`src/rtl/lsense_pkg.sv`:
```
package lsense_pkg;
  localparam int BYTE_W = 8;
  localparam int PTR_W  = 6;

  typedef enum logic [3:0] {
    ST_IDLE, ST_ADDR, ST_AACK, ST_REG, ST_RACK,
    ST_WDATA, ST_WACK, ST_RDATA, ST_MACK
  } bus_state_t;

  // command register: bit 4 is reserved and never stored
  function automatic logic [7:0] cmd_store(input logic [7:0] w);
    return w & 8'hEF;
  endfunction

  // interrupt flag next value; clear has priority over set
  function automatic logic flag_next(input logic cur, input logic set,
                                     input logic clr);
    if (clr) return 1'b0;
    if (set) return 1'b1;
    return cur;
  endfunction

  function automatic logic [7:0] ctrl_view(input logic flag,
                                           input logic [3:0] cfg);
    return {2'b00, flag, 1'b0, cfg};
  endfunction
endpackage

```
`src/rtl/lsense_line_sync.sv`:
```
module lsense_line_sync #(
  parameter int SYNC_LEN = 2
) (
  input  logic clk,
  input  logic rst_n,
  input  logic scl_i,
  input  logic sda_i,
  output logic sda_s,
  output logic scl_rise,
  output logic scl_fall,
  output logic start_det,
  output logic stop_det
);
  logic [SYNC_LEN-1:0] scl_pipe, sda_pipe;
  logic scl_s, scl_d, sda_d;

  always_ff @(posedge clk or negedge rst_n) begin
    if (!rst_n) begin
      scl_pipe <= '1;
      sda_pipe <= '1;
      scl_d    <= 1'b1;
      sda_d    <= 1'b1;
    end else begin
      scl_pipe <= {scl_pipe[SYNC_LEN-2:0], scl_i};
      sda_pipe <= {sda_pipe[SYNC_LEN-2:0], sda_i};
      scl_d    <= scl_s;
      sda_d    <= sda_s;
    end
  end

  assign scl_s     = scl_pipe[SYNC_LEN-1];
  assign sda_s     = sda_pipe[SYNC_LEN-1];
  assign scl_rise  = scl_s & ~scl_d;
  assign scl_fall  = ~scl_s & scl_d;
  assign start_det = scl_s & scl_d & sda_d & ~sda_s;
  assign stop_det  = scl_s & scl_d & ~sda_d & sda_s;
endmodule

```
`src/rtl/lsense_i2c_fsm.sv`:
```
module lsense_i2c_fsm
  import lsense_pkg::*;
#(
  parameter logic [6:0] DEV_ADDR = 7'b1000100
) (
  input  logic       clk,
  input  logic       rst_n,
  input  logic       sda_s,
  input  logic       scl_rise,
  input  logic       scl_fall,
  input  logic       start_det,
  input  logic       stop_det,
  input  logic [7:0] rd_byte,
  output logic       sda_oe,
  output logic       reg_evt,
  output logic       wr_evt,
  output logic [7:0] rx_byte
);
  bus_state_t st;
  logic [7:0] shreg, txreg;
  logic [3:0] cnt;
  logic       rw, host_nak;

  always_ff @(posedge clk or negedge rst_n) begin
    if (!rst_n) begin
      st <= ST_IDLE; shreg <= '0; txreg <= '1; cnt <= '0;
      rw <= 1'b0; host_nak <= 1'b1; reg_evt <= 1'b0; wr_evt <= 1'b0;
    end else begin
      reg_evt <= 1'b0;
      wr_evt  <= 1'b0;
      if (start_det) begin
        st <= ST_ADDR; cnt <= '0;
      end else if (stop_det) begin
        st <= ST_IDLE;
      end else begin
        unique case (st)
          ST_ADDR, ST_REG, ST_WDATA: begin
            if (scl_rise) begin
              shreg <= {shreg[6:0], sda_s};
              cnt   <= cnt + 4'd1;
            end else if (scl_fall && cnt == 4'd8) begin
              cnt <= '0;
              if (st == ST_ADDR) begin
                if (shreg[7:1] == DEV_ADDR) begin
                  st <= ST_AACK; rw <= shreg[0];
                end else st <= ST_IDLE;
              end else if (st == ST_REG) begin
                st <= ST_RACK; reg_evt <= 1'b1;
              end else begin
                st <= ST_WACK; wr_evt <= 1'b1;
              end
            end
          end
          ST_AACK: if (scl_fall) begin
            if (rw) begin st <= ST_RDATA; txreg <= rd_byte; cnt <= '0; end
            else st <= ST_REG;
          end
          ST_RACK, ST_WACK: if (scl_fall) st <= ST_WDATA;
          ST_RDATA: if (scl_fall) begin
            txreg <= {txreg[6:0], 1'b1};
            cnt   <= cnt + 4'd1;
            if (cnt == 4'd7) st <= ST_MACK;
          end
          ST_MACK: begin
            if (scl_rise) host_nak <= sda_s;
            else if (scl_fall) begin
              if (host_nak) st <= ST_IDLE;
              else begin st <= ST_RDATA; txreg <= rd_byte; cnt <= '0; end
            end
          end
          default: ;
        endcase
      end
    end
  end

  assign rx_byte = shreg;
  assign sda_oe  = (st == ST_AACK) || (st == ST_RACK) || (st == ST_WACK) ||
                   ((st == ST_RDATA) && !txreg[7]);


  idle_release_chk: assert property (@(posedge clk) disable iff (!rst_n)
    (st == ST_IDLE) |-> !sda_oe);

  stop_idle_chk: assert property (@(posedge clk) disable iff (!rst_n)
    (stop_det && !start_det) |=> (st == ST_IDLE));

  start_addr_chk: assert property (@(posedge clk) disable iff (!rst_n)
    start_det |=> (st == ST_ADDR));
endmodule

```
`src/rtl/lsense_regfile.sv`:
```
module lsense_regfile
  import lsense_pkg::*;
(
  input  logic        clk,
  input  logic        rst_n,
  input  logic        reg_evt,
  input  logic        wr_evt,
  input  logic [7:0]  rx_byte,
  input  logic        alarm_set_i,
  input  logic [15:0] sensor_i,
  input  logic [15:0] timer_i,
  output logic [7:0]  rd_byte,
  output logic [7:0]  cmd_q,
  output logic [3:0]  ctrl_cfg,
  output logic        flag_q,
  output logic [7:0]  thr_hi_q,
  output logic [7:0]  thr_lo_q,
  output logic        sync_pulse,
  output logic        clr_pulse
);
  logic [PTR_W-1:0] ptr;
  logic clr_req, wr_cmd, wr_ctrl, wr_hi, wr_lo;

  assign clr_req = reg_evt & rx_byte[6];
  assign wr_cmd  = wr_evt && ptr == 6'd0;
  assign wr_ctrl = wr_evt && ptr == 6'd1;
  assign wr_hi   = wr_evt && ptr == 6'd2;
  assign wr_lo   = wr_evt && ptr == 6'd3;

  always_ff @(posedge clk or negedge rst_n) begin
    if (!rst_n) begin
      ptr <= '0; cmd_q <= '0; ctrl_cfg <= '0; flag_q <= 1'b0;
      thr_hi_q <= 8'hFF; thr_lo_q <= 8'h00;
      sync_pulse <= 1'b0; clr_pulse <= 1'b0;
    end else begin
      sync_pulse <= reg_evt & rx_byte[7];
      clr_pulse  <= clr_req;
      if (reg_evt) ptr <= rx_byte[PTR_W-1:0];
      if (wr_cmd)  cmd_q <= cmd_store(rx_byte);
      if (wr_ctrl) ctrl_cfg <= rx_byte[3:0];
      if (wr_hi)   thr_hi_q <= rx_byte;
      if (wr_lo)   thr_lo_q <= rx_byte;
      flag_q <= flag_next(flag_q, alarm_set_i,
                          clr_req | (wr_ctrl & ~rx_byte[5]));
    end
  end

  always_comb begin
    unique case (ptr)
      6'd0:    rd_byte = cmd_q;
      6'd1:    rd_byte = ctrl_view(flag_q, ctrl_cfg);
      6'd2:    rd_byte = thr_hi_q;
      6'd3:    rd_byte = thr_lo_q;
      6'd4:    rd_byte = sensor_i[7:0];
      6'd5:    rd_byte = sensor_i[15:8];
      6'd6:    rd_byte = timer_i[7:0];
      6'd7:    rd_byte = timer_i[15:8];
      default: rd_byte = 8'h00;
    endcase
  end


  sync_one_shot_chk: assert property (@(posedge clk) disable iff (!rst_n)
    sync_pulse |=> !sync_pulse);

  clr_flag_chk: assert property (@(posedge clk) disable iff (!rst_n)
    clr_pulse |-> !flag_q);

  flag_source_chk: assert property (@(posedge clk) disable iff (!rst_n)
    $rose(flag_q) |-> $past(alarm_set_i));

  thr_hold_chk: assert property (@(posedge clk) disable iff (!rst_n)
    !wr_evt |=> ($stable(thr_hi_q) && $stable(thr_lo_q)));
endmodule

```
`src/rtl/lsense_i2c_regs.sv`:
```
module lsense_i2c_regs
  import lsense_pkg::*;
#(
  parameter logic [6:0] DEV_ADDR = 7'b1000100,
  parameter int         SYNC_LEN = 2
) (
  input  logic        clk,
  input  logic        rst_n,
  input  logic        scl_i,
  input  logic        sda_i,
  output logic        sda_oe,
  input  logic [15:0] sensor_i,
  input  logic [15:0] timer_i,
  input  logic        alarm_set_i,
  output logic        adc_enable,
  output logic        adc_powerdown,
  output logic        ext_timing,
  output logic [1:0]  diode_sel,
  output logic [1:0]  width_sel,
  output logic [1:0]  gain_sel,
  output logic [1:0]  persist_sel,
  output logic        int_flag,
  output logic [7:0]  thr_hi,
  output logic [7:0]  thr_lo,
  output logic        sync_pulse,
  output logic        clr_pulse
);
  logic sda_s, scl_rise, scl_fall, start_det, stop_det;
  logic reg_evt, wr_evt;
  logic [7:0] rx_byte, rd_byte, cmd_q;
  logic [3:0] ctrl_cfg;

  lsense_line_sync #(.SYNC_LEN(SYNC_LEN)) u_sync (
    .clk(clk), .rst_n(rst_n), .scl_i(scl_i), .sda_i(sda_i),
    .sda_s(sda_s), .scl_rise(scl_rise), .scl_fall(scl_fall),
    .start_det(start_det), .stop_det(stop_det));

  lsense_i2c_fsm #(.DEV_ADDR(DEV_ADDR)) u_fsm (
    .clk(clk), .rst_n(rst_n), .sda_s(sda_s), .scl_rise(scl_rise),
    .scl_fall(scl_fall), .start_det(start_det), .stop_det(stop_det),
    .rd_byte(rd_byte), .sda_oe(sda_oe), .reg_evt(reg_evt),
    .wr_evt(wr_evt), .rx_byte(rx_byte));

  lsense_regfile u_regs (
    .clk(clk), .rst_n(rst_n), .reg_evt(reg_evt), .wr_evt(wr_evt),
    .rx_byte(rx_byte), .alarm_set_i(alarm_set_i), .sensor_i(sensor_i),
    .timer_i(timer_i), .rd_byte(rd_byte), .cmd_q(cmd_q),
    .ctrl_cfg(ctrl_cfg), .flag_q(int_flag), .thr_hi_q(thr_hi),
    .thr_lo_q(thr_lo), .sync_pulse(sync_pulse), .clr_pulse(clr_pulse));

  assign adc_enable    = cmd_q[7];
  assign adc_powerdown = cmd_q[6];
  assign ext_timing    = cmd_q[5];
  assign diode_sel     = cmd_q[3:2];
  assign width_sel     = cmd_q[1:0];
  assign gain_sel      = ctrl_cfg[3:2];
  assign persist_sel   = ctrl_cfg[1:0];
endmodule

```
`config.mk`:
```
export PLATFORM = sky130hd
export DESIGN_NAME = lsense_i2c_regs
export DESIGN_NICKNAME = d
export VERILOG_FILES = /design/src/rtl/lsense_pkg.sv /design/src/rtl/lsense_line_sync.sv /design/src/rtl/lsense_i2c_fsm.sv /design/src/rtl/lsense_regfile.sv /design/src/rtl/lsense_i2c_regs.sv
export SDC_FILE = /design/constraint.sdc
export NUM_CORES = 1
export LEC_CHECK = 0
export BUFFER_PORTS_ARGS = -buffer_cell sky130_fd_sc_hd__buf_2
export CORE_UTILIZATION = 60
export DETAILED_ROUTE_END_ITERATION = 8
export GPL_ROUTABILITY_DRIVEN = 0
export MAX_ROUTING_LAYER = met4
export PLACE_DENSITY = 0.86
export SYNTH_ARGS = -nofsm -noshare
export SYNTH_HDL_FRONTEND = slang
export SYNTH_SLANG_ARGS = --single-unit
```
`constraint.sdc`:
```
create_clock -name clk -period 3.6 [get_ports clk]
set_clock_uncertainty 0.1 [all_clocks]
set_input_delay 0.72 -clock clk [delete_from_list [all_inputs] [get_ports clk]]
set_output_delay 0.72 -clock clk [all_outputs]
set_load 0.005 [all_outputs]
```
==> summary.md, run 1 <==
| Metric | Value |
|---|---|
| Crit path arrival time | `2920 ps` |
| Hold path cells | `0` |
| Total negative slack | `0 ps` |
| DRC | `0` |
| Gr ovfl total | `0` |
| Netlist Area Pre-Place | `around 3700 sq um` |
| Vias in the first global route | `2,879` |
| CP Launch Type | `flip-flop` |
| Crit share post-route | `around 76%` |
| Max cap viols | `0` |
| Run status | `finished, final reports clean` |
| Number of synthesized register bits | `70` |
| Die Width | `80.4 um` |
| Synth area leaders | `dfrtp_1 (32%), dfstp_2 (16%), mux2_2 (8.5%), a22oi_1 (5.1%), nand2_1 (3.7%)` |
| Core Region | `roughly 5900 sq um` |
| DR WL/cell | `just under 20 um` |
| Crit path cell chain | `and4b_1 -> a31oi_2 -> nor4_4 -> nand2_2 -> o221ai_2` |
| DP Area | `4060 sq um` |
| Worst Hold Class | `reg2reg` |
| RSZ-0062 raised after global routing | `no` |
| Setup crit start | `u_fsm.st[3]` |
| Worst path max stage delay | `700 ps` |
| Sw Ratio | `37.8%` |
| Initial drt markers | `336` |
| Filler Cell Count | `402` |
| Most common cell after layout, fill and taps aside | `buf_2` |
| F_max | `364 MHz` |
| Design Area, Final | `4260 sq um` |
| PD cells | `between 600 and 700 nW/um^2` |
| CTS tree | `yes` |
| Synth Instances | `around 330` |
| Worst-margin pin slew | `804 ps` |
| Pre-CTS setup slack | `roughly 900 ps` |
| Setup WS post-layout | `about 860 ps` |
| Area occupied by multi-input gates | `1790 sq um` |
| Slew margin rel. | `a little under half` |
| Top FF cell, synth | `dfrtp_1` |
| Static Leakage | `0.00196 uW` |
| P_int | `roughly 1600 uW` |
| Post-CTS Resized | `0` |
| Initial antenna violation count | `0` |
| Sequential-to-total area share from yosys stat | `approximately half` |
| Reg2reg path depth | `5` |
| Final Hold Viols | `0` |
| Antenna cells | `0` |
| Nets | `434` |
| Layout Cells excl Fill | `475` |
| Post-CTS Hold Buffers | `0` |
| FFs w/ async S/R, synth | `100%` |
| Tot Pwr | `between 2000 and 3000 uW` |
| Vias | `~3,000` |
| DIE HEIGHT | `80.4 um` |
| Syn_area_per_cell | `11.2 sq um` |
| Clock Pin Slew Worst Setup and Hold Paths | `80 ps` |
| Post-layout min period | `2740 ps` |
| Area Growth Syn to Fin | `15.5%` |
| Syn nets | `368` |
| Yosys Warn Count | `0` |
| Post-CTS setup buffer count | `0` |
| Most frequent cells in the layout | `buf_2 (67), dfrtp_1 (47), nand2_1 (36), mux2_2 (28), a22oi_1 (25)` |
| Post-Route WL | `between 9000 and 10,000 um` |
| Psw | `994 uW` |
| Max VDD drop | `0.000410 V` |
| Critical path capture point type | `flip-flop` |
| Cell depth of the worst setup path | `5` |
| Starting Density | `between 60% and 70%` |
| Cell taking the most area after synthesis | `dfrtp_1` |
| Critical path class | `reg2reg` |
| CTS max path bufs | `2` |
| TritonCTS buffer count | `9` |
| Comb pwr share | `a little under a third` |
| HPWL Detailed | `6620 um` |
| RR Endpoint | `u_fsm.txreg[4]` |
| Register area | `1780 sq um` |
| Cell family with most CP delay | `simple AND/OR/NAND/NOR gates` |
| Largest net degree at the start of global routing | `38` |
| Post-Place Cells | `between 400 and 500` |
| Slew Viols, Final | `0` |
| Share of layout cells above drive strength 1 | `between 30% and 40%` |
| Clk_lat worst skew | `about 350 ps` |
| Final setup vio count | `0` |
| Root Driver | `clkbuf_8` |
| Antenna-violating nets left | `0` |
| Sink Count | `70` |
| Yosys cell types | `65` |
| Router iterations before antenna repair | `6` |
| Sequential share of power | `44.1%` |
| Worst Path Required | `3780 ps` |
| Worst path bufs/invs | `0` |
| Clock power frac | `approximately a quarter` |
| Port-buffer cells | `67` |
| FF-to-FF Start | `u_fsm.st[3]` |
| Wire length of the first global-routing pass | `between 10,000 and 15,000 um` |
| CP max stage cell | `nor4_4` |
| R2R setup slack | `860 ps` |
| Crit Path Max Fanout | `20` |
| Max H-tree Level | `3` |
| Die ar. | `6470 sq um` |
| Vias/cell | `6.37` |
| FP Rows | `28` |
| Post-synth EDFFs | `0` |
| IO Pins | `68` |
| Yosys top cell area share | `a little under a third` |
| GRT Resource Usage Total | `32.2%` |
| Critical Path End | `u_fsm.txreg[4]` |
## cell families after synthesis
kind of cell / after synthesis / share of synthesized area [%]
and+or+nand+nor: 118 / 19.3
xor gates and xnor gates: 3 / 0.712
buffers and inverters: 24 / 3.32
adders and majority gates: 2 / 0.678
AOI/OAI and AO/OA: 73 / 15.9
DFF: 70 / 48.3
muxes: 39 / 11.8
## stage by stage
stage / hold WS (ps) / util (%)
2_1_floorplan: 245 / -
3_3_place_gp: 246 / 68.5
3_5_place_dp: 247 / 68.5
4_1_cts: 258 / 72.0
5_1_grt: 260 / 72.0
6_report: 258 / 72.0
## area by class of cell
| class | count | share of cell area (%) |
|---|---|---|
| Sequential cell | 70 | 41.8 |
| Timing Repair Buffer | 68 | 8.34 |
| Inverter | 11 | 0.969 |
| Multi-Input combinational cell | 235 | 41.9 |
| Clock buffer | 10 | 3.23 |
| Clock inverter | 6 | 1.58 |
| Tap cell | 75 | 2.20 |
## power groups by stage
| stage | Clock [uW] | Sequential [uW] | Combinational, uW |
|---|---|---|---|
| global route | 697 | 1180 | 902 |
| finish | 661 | 1160 | 811 |
| detailed placement | 0 | 1160 | 799 |
| floorplan | 0 | 1040 | 732 |
| CTS | 667 | 1150 | 806 |
| global placement | 0 | 1160 | 767 |
## cell usage after synthesis (3+ instances only)
cell type	number
nor4_4	4
nand3_1	7
nand2b_1	4
nor2_1	17
buf_6	3
mux2i_1	3
nor2b_1	4
a21boi_1	4
and4_1	5
a21oi_1	6
nand3b_1	4
nand2_1	36
dfstp_2	23
nor3_1	6
o21a_1	3
and2_1	4
and3_1	3
buf_2	5
dfrtp_1	47
clkbuf_1	4
mux2_1	8
o22ai_1	6
inv_1	9
a31oi_1	3
nand2_2	4
mux2_2	28
a22oi_1	25
nor4_1	3
## worst min path at each step
stage	slack, ps	to	startpoint
final	260	u_sync.scl_pipe[1]	u_sync.scl_pipe[0]
after global routing	260	u_sync.sda_pipe[1]	u_sync.sda_pipe[0]
after CTS	260	u_sync.scl_pipe[1]	u_sync.scl_pipe[0]
after detailed placement	250	u_sync.scl_pipe[1]	u_sync.scl_pipe[0]
after global placement	250	u_sync.sda_pipe[1]	u_sync.sda_pipe[0]
after floorplan	250	u_sync.scl_pipe[1]	u_sync.scl_pipe[0]
## worst reg2reg max path, cell delays in order (launching register included)
cell and delay [ps]:
dfrtp_1 610, and4b_1 670, a31oi_2 100, nor4_4 700, nand2_2 270, o221ai_2 230
## metal layers
metal / routed length [um] / global-route usage, %
met1: 3900 / 40.8
met2: 4370 / 49.5
met3: 746 / 8.41
met4: 209 / 12.9
met5: 0 / -
## state kept, by name (all words and copies together) (netlist names), 4 cells and up
register / count
u_fsm.rx_byte: 8
u_regs.thr_hi_q: 8
u_regs.cmd_q: 7
u_regs.ctrl_cfg: 4
u_fsm.txreg: 8
u_fsm.st: 4
u_regs.thr_lo_q: 8
u_regs.ptr: 6
u_fsm.cnt: 4
(Power assumes the default switching activity.)
==> inputs of run 2 (changes only) <==
--- a/config.mk
+++ b/config.mk
@@ -6,11 +6,11 @@
 export NUM_CORES = 1
 export LEC_CHECK = 0
 export BUFFER_PORTS_ARGS = -buffer_cell sky130_fd_sc_hd__buf_2
-export CORE_UTILIZATION = 60
+export CORE_UTILIZATION = 56
 export DETAILED_ROUTE_END_ITERATION = 8
 export GPL_ROUTABILITY_DRIVEN = 0
 export MAX_ROUTING_LAYER = met4
-export PLACE_DENSITY = 0.86
+export PLACE_DENSITY = 0.81
 export SYNTH_ARGS = -nofsm -noshare
 export SYNTH_HDL_FRONTEND = slang
 export SYNTH_SLANG_ARGS = --single-unit
==> constraint.sdc (replaced) <==
create_clock -name clk -period 2.75 [get_ports clk]
set_clock_uncertainty 0.1 [all_clocks]
set_input_delay 0.55 -clock clk [delete_from_list [all_inputs] [get_ports clk]]
set_output_delay 0.55 -clock clk [all_outputs]
set_load 0.005 [all_outputs]
==> run 2 against run 1 <==
  * Non-clock buffer count rose by 4
  * Combinational power rose by 34%
  * Critical path depth fell by 1
  * Core utilization fell by 4.0 points
  * Global-route usage fell by 1.7 points
  * Wire length rose by 2.7%
  * First-iteration DRC count fell by 26%
  * Power rose by 35%
  * Setup slack got worse by 420 ps
  * Cell area rose by 1.3%
  * Register-to-register slack got worse by 420 ps
==> summary.md, run 2 (synthesized netlist as in run 1, its figures left out) <==
| Metric | Value |
|---|---|
| Critical path class | `reg2out (was reg2reg)` |
| Crit share post-route | `a little over four fifths` |
| IO Pins | `68 (unchanged)` |
| Post-CTS Hold Buffers | `0 (unchanged)` |
| Post-CTS Resized | `0 (unchanged)` |
| Final setup vio count | `0 (unchanged)` |
| Worst path bufs/invs | `1 (was 0)` |
| Clock power frac | `27.1% (was 25.1%)` |
| Area occupied by multi-input gates | `1790 sq um (unchanged)` |
| DRC | `0 (unchanged)` |
| Slew margin rel. | `50.7% (was 46.0%)` |
| Worst Path Required | `2100 ps (was 3780 ps)` |
| Crit path arrival time | `1660 ps (was 2920 ps)` |
| Starting Density | `58.1% (was 62.3%)` |
| Post-CTS setup buffer count | `0 (unchanged)` |
| F_max | `432 MHz` |
| Static Leakage | `0.00199 uW (was 0.00196 uW)` |
| Post-Route WL | `9480 um (was 9230 um)` |
| Sink Count | `70 (unchanged)` |
| DP Area | `4090 sq um (was 4060 sq um)` |
| CTS tree | `yes (unchanged)` |
| R2R setup slack | `440 ps (was 860 ps)` |
| Sw Ratio | `37.1% (was 37.8%)` |
| Crit path cell chain | `nand2_1 -> o22a_1 -> nor2_1 -> buf_2 (was and4b_1 -> a31oi_2 -> nor4_4 -> nand2_2 -> o221ai_2)` |
| P_int | `2240 uW (was 1640 uW)` |
| Worst-margin pin slew | `740 ps (was 804 ps)` |
| Vias | `3,052 (was 3,025)` |
| Total negative slack | `0 ps (unchanged)` |
| Clk_lat worst skew | `370 ps (was 350 ps)` |
| Wire length of the first global-routing pass | `15,600 um (was 14,800 um)` |
| Reg2reg path depth | `5 (unchanged)` |
| CTS max path bufs | `2 (unchanged)` |
| Comb pwr share | `30.6% (was 30.8%)` |
| Crit Path Max Fanout | `14 (was 20)` |
| Run status | `finished, final reports clean (unchanged)` |
| PD cells | `826 nW/um^2 (was 617 nW/um^2)` |
| Antenna cells | `0 (unchanged)` |
| Design Area, Final | `4320 sq um (was 4260 sq um)` |
| Slew Viols, Final | `0 (unchanged)` |
| Largest net degree at the start of global routing | `41 (was 38)` |
| Most frequent cells in the layout | `buf_2 (67), dfrtp_1 (47), nand2_1 (36), mux2_2 (28), a22oi_1 (25) (unchanged)` |
| Max cap viols | `0 (unchanged)` |
| GRT Resource Usage Total | `30.5% (was 32.2%)` |
| Filler Cell Count | `487 (was 402)` |
| Router iterations before antenna repair | `7 (was 6)` |
| DIE HEIGHT | `83.2 um (was 80.4 um)` |
| Share of layout cells above drive strength 1 | `39.9% (was 39.3%)` |
| Area Growth Syn to Fin | `17.0% (was 15.5%)` |
| Sequential share of power | `42.2% (was 44.1%)` |
| Core Region | `6350 sq um (was 5920 sq um)` |
| Die Width | `83.2 um (was 80.4 um)` |
| CP max stage cell | `dfrtp_1 (was nor4_4)` |
| Cell family with most CP delay | `flip-flops (was simple AND/OR/NAND/NOR gates)` |
| FP Rows | `29 (was 28)` |
| Port-buffer cells | `67 (unchanged)` |
| Psw | `1320 uW (was 994 uW)` |
| Worst path max stage delay | `650 ps (was 700 ps)` |
| Vias in the first global route | `3,013 (was 2,879)` |
| Most common cell after layout, fill and taps aside | `buf_2 (unchanged)` |
| Max H-tree Level | `3 (unchanged)` |
| CP Launch Type | `flip-flop (unchanged)` |
| Max VDD drop | `0.000540 V (was 0.000410 V)` |
| HPWL Detailed | `6810 um (was 6620 um)` |
| Final Hold Viols | `0 (unchanged)` |
| Initial antenna violation count | `0 (unchanged)` |
| Die ar. | `6920 sq um (was 6470 sq um)` |
| Setup crit start | `u_fsm.st[1] (was u_fsm.st[3])` |
| Post-layout min period | `2310 ps` |
| Nets | `438 (was 434)` |
| Register area | `1780 sq um (unchanged)` |
| DR WL/cell | `19.7 um (was 19.4 um)` |
| RR Endpoint | `u_fsm.st[3] (was u_fsm.txreg[4])` |
| Tot Pwr | `3560 uW (was 2630 uW)` |
| TritonCTS buffer count | `9 (unchanged)` |
| Initial drt markers | `250 (was 336)` |
| FF-to-FF Start | `u_fsm.st[1] (was u_fsm.st[3])` |
| Gr ovfl total | `0 (unchanged)` |
| Vias/cell | `6.35 (was 6.37)` |
| Antenna-violating nets left | `0 (unchanged)` |
| Worst Hold Class | `in2async (was reg2reg)` |
| Clock Pin Slew Worst Setup and Hold Paths | `90 ps (was 80 ps)` |
| RSZ-0062 raised after global routing | `no (unchanged)` |
| Critical path capture point type | `output pin (was flip-flop)` |
| Root Driver | `clkbuf_8 (unchanged)` |
## run 2: how the worst max path moves through the flow
stage,to,slack [ps],depth (start not counted)
floorplan,u_fsm.cnt[3],780,6
global placement,u_regs.thr_hi_q[3],590,4
detailed placement,u_fsm.st[3],520,5
CTS,sda_oe,480,4
global route,u_fsm.st[3],270,5
finish,sda_oe,440,4
## run 2: cell type report
class	instances	area share, %
clock buffers	9	2.87
clock inverters	7	2.38
inverters	11	0.957
multi-input cells	235	41.4
flip-flops and latches	70	41.2
well taps	77	2.23
repair buffers	72	8.93
## run 2: power by group through the flow
stage / sequential (uW) / clock (uW) / combinational (uW)
finish: 1500 / 967 / 1090
global route: 1530 / 1020 / 1220
CTS: 1500 / 969 / 1090
detailed placement: 1510 / 0 / 1080
global placement: 1500 / 0 / 1060
floorplan: 1370 / 0 / 958
## run 2: metal layers
| metal | global-route usage [%] | up-vias | routed length, um |
|---|---|---|---|
| met5 | - | - | 0 |
| met4 | 9.87 | 0 | 195 |
| met3 | 7.26 | 25 | 563 |
| met2 | 45.3 | 140 | 4560 |
| met1 | 41.7 | 1511 | 4170 |
| li1 | - | 1376 | - |
## run 2: per-stage QoR
stage	worst slack (ps)	utilization (%)	hold WS [ps]	std cells
final	438	68.0	136	481
after global routing	268	68.0	146	481
after CTS	476	68.0	156	481
after detailed placement	517	64.4	247	465
after global placement	589	64.4	246	465
after floorplan	782	-	154	329
==> inputs of run 3 (changes only) <==
--- a/config.mk
+++ b/config.mk
@@ -6,11 +6,11 @@
 export NUM_CORES = 1
 export LEC_CHECK = 0
 export BUFFER_PORTS_ARGS = -buffer_cell sky130_fd_sc_hd__buf_2
-export CORE_UTILIZATION = 56
+export CORE_UTILIZATION = 50
 export DETAILED_ROUTE_END_ITERATION = 8
 export GPL_ROUTABILITY_DRIVEN = 0
 export MAX_ROUTING_LAYER = met4
-export PLACE_DENSITY = 0.81
+export PLACE_DENSITY = 0.77
 export SYNTH_ARGS = -nofsm -noshare
 export SYNTH_HDL_FRONTEND = slang
 export SYNTH_SLANG_ARGS = --single-unit
==> constraint.sdc (replaced) <==
create_clock -name clk -period 2 [get_ports clk]
set_clock_uncertainty 0.1 [all_clocks]
set_input_delay 0.4 -clock clk [delete_from_list [all_inputs] [get_ports clk]]
set_output_delay 0.4 -clock clk [all_outputs]
set_load 0.005 [all_outputs]
==> run 3 against run 2 <==
  * The run now ends with setup timing left
  * Worst hold slack worse by 81 ps
  * Power grew 66%
  * First-iteration DRC count up 46%
  * Count of clock-buffer cells in the layout grew 1
  * Cell area up 18%
  * Largest cell class unchanged
  * Sequential power grew 32%
  * Wire length is 17% higher
  * Die area up 12%
  * Combinational power up 150%
==> summary.md, run 3 (synthesized netlist as in run 1, its figures left out) <==
| Metric | Value |
|---|---|
| Run status | `finished with violations (was finished, final reports clean)` |
| Violated checks | `setup timing` |
| Post-Route WL | `11,100 um (was 9480 um)` |
| R2R setup slack | `-100 ps (was 440 ps)` |
| DR WL/cell | `19.5 um (was 19.7 um)` |
| Crit Path Max Fanout | `4 (was 14)` |
| Worst path bufs/invs | `2 (was 1)` |
| Initial drt markers | `365 (was 250)` |
| Sink Count | `70 (unchanged)` |
| Post-layout min period | `approximately 2100 ps` |
| Tot Pwr | `5920 uW (was 3560 uW)` |
| RR Endpoint | `u_fsm.st[2] (was u_fsm.st[3])` |
| Critical path capture point type | `flip-flop (was output pin)` |
| Max cap viols | `0 (unchanged)` |
| Crit path cell chain | `buf_6 -> nor4b_4 -> o21ai_2 -> a2111oi_4 -> buf_4 -> a21oi_1 -> and3b_1 (was nand2_1 -> o22a_1 -> nor2_1 -> buf_2)` |
| FF-to-FF Start | `u_fsm.st[1] (unchanged)` |
| Setup crit start | `u_fsm.st[1] (unchanged)` |
| Worst Hold Class | `in2reg (was in2async)` |
| Final Util | `73.2% (was 68.0%)` |
| Critical Path End | `u_fsm.st[2] (was sda_oe)` |
| Clk_lat worst skew | `340 ps (was 370 ps)` |
| Port-buffer cells | `67 (unchanged)` |
| HPWL Detailed | `7130 um (was 6810 um)` |
| Die ar. | `7730 sq um (was 6920 sq um)` |
| DRC | `0 (unchanged)` |
| Crit share post-route | `105%` |
| Vias/cell | `6.03 (was 6.35)` |
| CTS max path bufs | `2 (unchanged)` |
| Hold path cells | `1` |
| PD cells | `1160 nW/um^2 (was 826 nW/um^2)` |
| Clock Pin Slew Worst Setup and Hold Paths | `70 ps (was 90 ps)` |
| DIE HEIGHT | `87.9 um (was 83.2 um)` |
| Slew Viols, Final | `0 (unchanged)` |
| Final setup vio count | `10 (was 0)` |
| Max VDD drop | `0.000892 V (was 0.000540 V)` |
| Hold_sp | `sda_i` |
| Reg2reg path depth | `7 (was 5)` |
| Filler Cell Count | `456 (was 487)` |
| Most common cell after layout, fill and taps aside | `buf_2 (unchanged)` |
| Largest net degree at the start of global routing | `71 (was 41)` |
| Critical path class | `reg2reg (was reg2out)` |
| TritonCTS buffer count | `9 (unchanged)` |
| Setup WS post-layout | `-103 ps (was 438 ps)` |
| CTS tree | `yes (unchanged)` |
| Vias in the first global route | `3,161 (was 3,013)` |
| Router iterations before antenna repair | `5 (was 7)` |
| Share of layout cells above drive strength 1 | `54.7% (was 39.9%)` |
| Design Area, Final | `5080 sq um (was 4320 sq um)` |
| Antenna cells | `0 (unchanged)` |
| Worst-margin pin slew | `481 ps (was 740 ps)` |
| Cell family with most CP delay | `compound AO/OA/AOI/OAI gates (was flip-flops)` |
| Starting Density | `53.1% (was 58.1%)` |
| CP Launch Type | `flip-flop (unchanged)` |
| Static Leakage | `0.00238 uW (was 0.00199 uW)` |
| Slew margin rel. | `67.7% (was 50.7%)` |
| Worst Path Required | `2170 ps (was 2100 ps)` |
| Final Hold Viols | `0 (unchanged)` |
| DP Area | `4430 sq um (was 4090 sq um)` |
| Wire length of the first global-routing pass | `16,400 um (was 15,600 um)` |
| Crit path arrival time | `2270 ps (was 1660 ps)` |
| Die Width | `87.9 um (was 83.2 um)` |
| RSZ-0062 raised after global routing | `yes (was no)` |
| Antenna-violating nets left | `0 (unchanged)` |
| Area Growth Syn to Fin | `37.7% (was 17.0%)` |
| FP Rows | `30 (was 29)` |
| Nets | `506 (was 438)` |
| IO Pins | `68 (unchanged)` |
| Cell depth of the worst setup path | `7 (was 4)` |
| F_max | `between 400 and 500 MHz` |
| Worst path max stage delay | `440 ps (was 650 ps)` |
| Root Driver | `clkbuf_8 (unchanged)` |
| CP max stage cell | `dfrtp_2 (was dfrtp_1)` |
| Initial antenna violation count | `0 (unchanged)` |
| GRT Resource Usage Total | `29.6% (was 30.5%)` |
| Gr ovfl total | `0 (unchanged)` |
| Max H-tree Level | `3 (unchanged)` |
| Vias | `3,426 (was 3,052)` |
| Most frequent cells in the layout | `buf_2 (67), buf_4 (59), dfrtp_1 (43), nand2_1 (34), mux2_2 (28) (was buf_2 (67), dfrtp_1 (47), nand2_1 (36), mux2_2 (28), a22oi_1 (25))` |
| Core Region | `6940 sq um (was 6350 sq um)` |
[run 3: cell types whose count changed in the layout (fill, tap and decap cells not counted), moves of 3 or more]
| cell | delta |
|---|---|
| buf_4 | +55 |
| buf_6 | +10 |
| dfrtp_1 | -4 |
| dfrtp_2 | +4 |
| inv_6 | -3 |
| nor2b_1 | -4 |
| nor2b_2 | +4 |
| nor4_1 | -3 |
[run 3: final cells by class]
cell class                 instances  area (sq um)  area share, %
clock buffer                      10           128           2.51
clock inverter                     6          86.3           1.70
inverter                          11          41.3          0.812
multi-input combinational        235          1960           38.6
sequential                        70          1790           35.1
tap                               96           120           2.36
timing repair buffer             140           961           18.9
[run 3: per-layer routing]
metal	track usage, %	share of wire [%]	up-vias
met2	44.5	48	163
met1	39.9	42	1737
met5	-	0	-
met3	5.18	6.9	26
li1	-	-	1500
met4	11.8	2.3	0
[run 3: worst min-delay path by stage]
stage | slack (ps) | to
2_1_floorplan | 4 | u_fsm.cnt[0]
3_3_place_gp | 250 | u_sync.scl_pipe[1]
3_5_place_dp | 250 | u_sync.scl_pipe[1]
4_1_cts | 40 | u_sync.sda_pipe[0]
5_1_grt | 40 | u_sync.sda_pipe[0]
6_report | 60 | u_sync.sda_pipe[0]
[run 3: power breakdown]
part,total (uW),switching [uW],internal (uW),leakage [uW]
clock network,1240,543,700,0.000106
registers,1980,282,1700,0.000874
logic,2690,1370,1320,0.00140
[run 3: what timing repair did]
action / CTS / global route
hold buffers: 1 / 0
pin swaps: 12 / 18
buffers inserted: 13 / 14
gates cloned: 0 / 1
hold endpoints to repair: 45 / 0
resized for setup: 21 / 30
setup endpoints to repair: 19 / 27
[run 3: through the flow]
stage	hold WS, ps	TNS [ps]	setup slack [ps]	cells
4_1_cts	38.5	-176	-83.9	553
3_3_place_gp	247	-1340	-176	524
3_5_place_dp	249	-1990	-258	524
6_report	55.2	-444	-103	568
2_1_floorplan	4.41	0	32.3	329
5_1_grt	37.1	-1160	-162	568
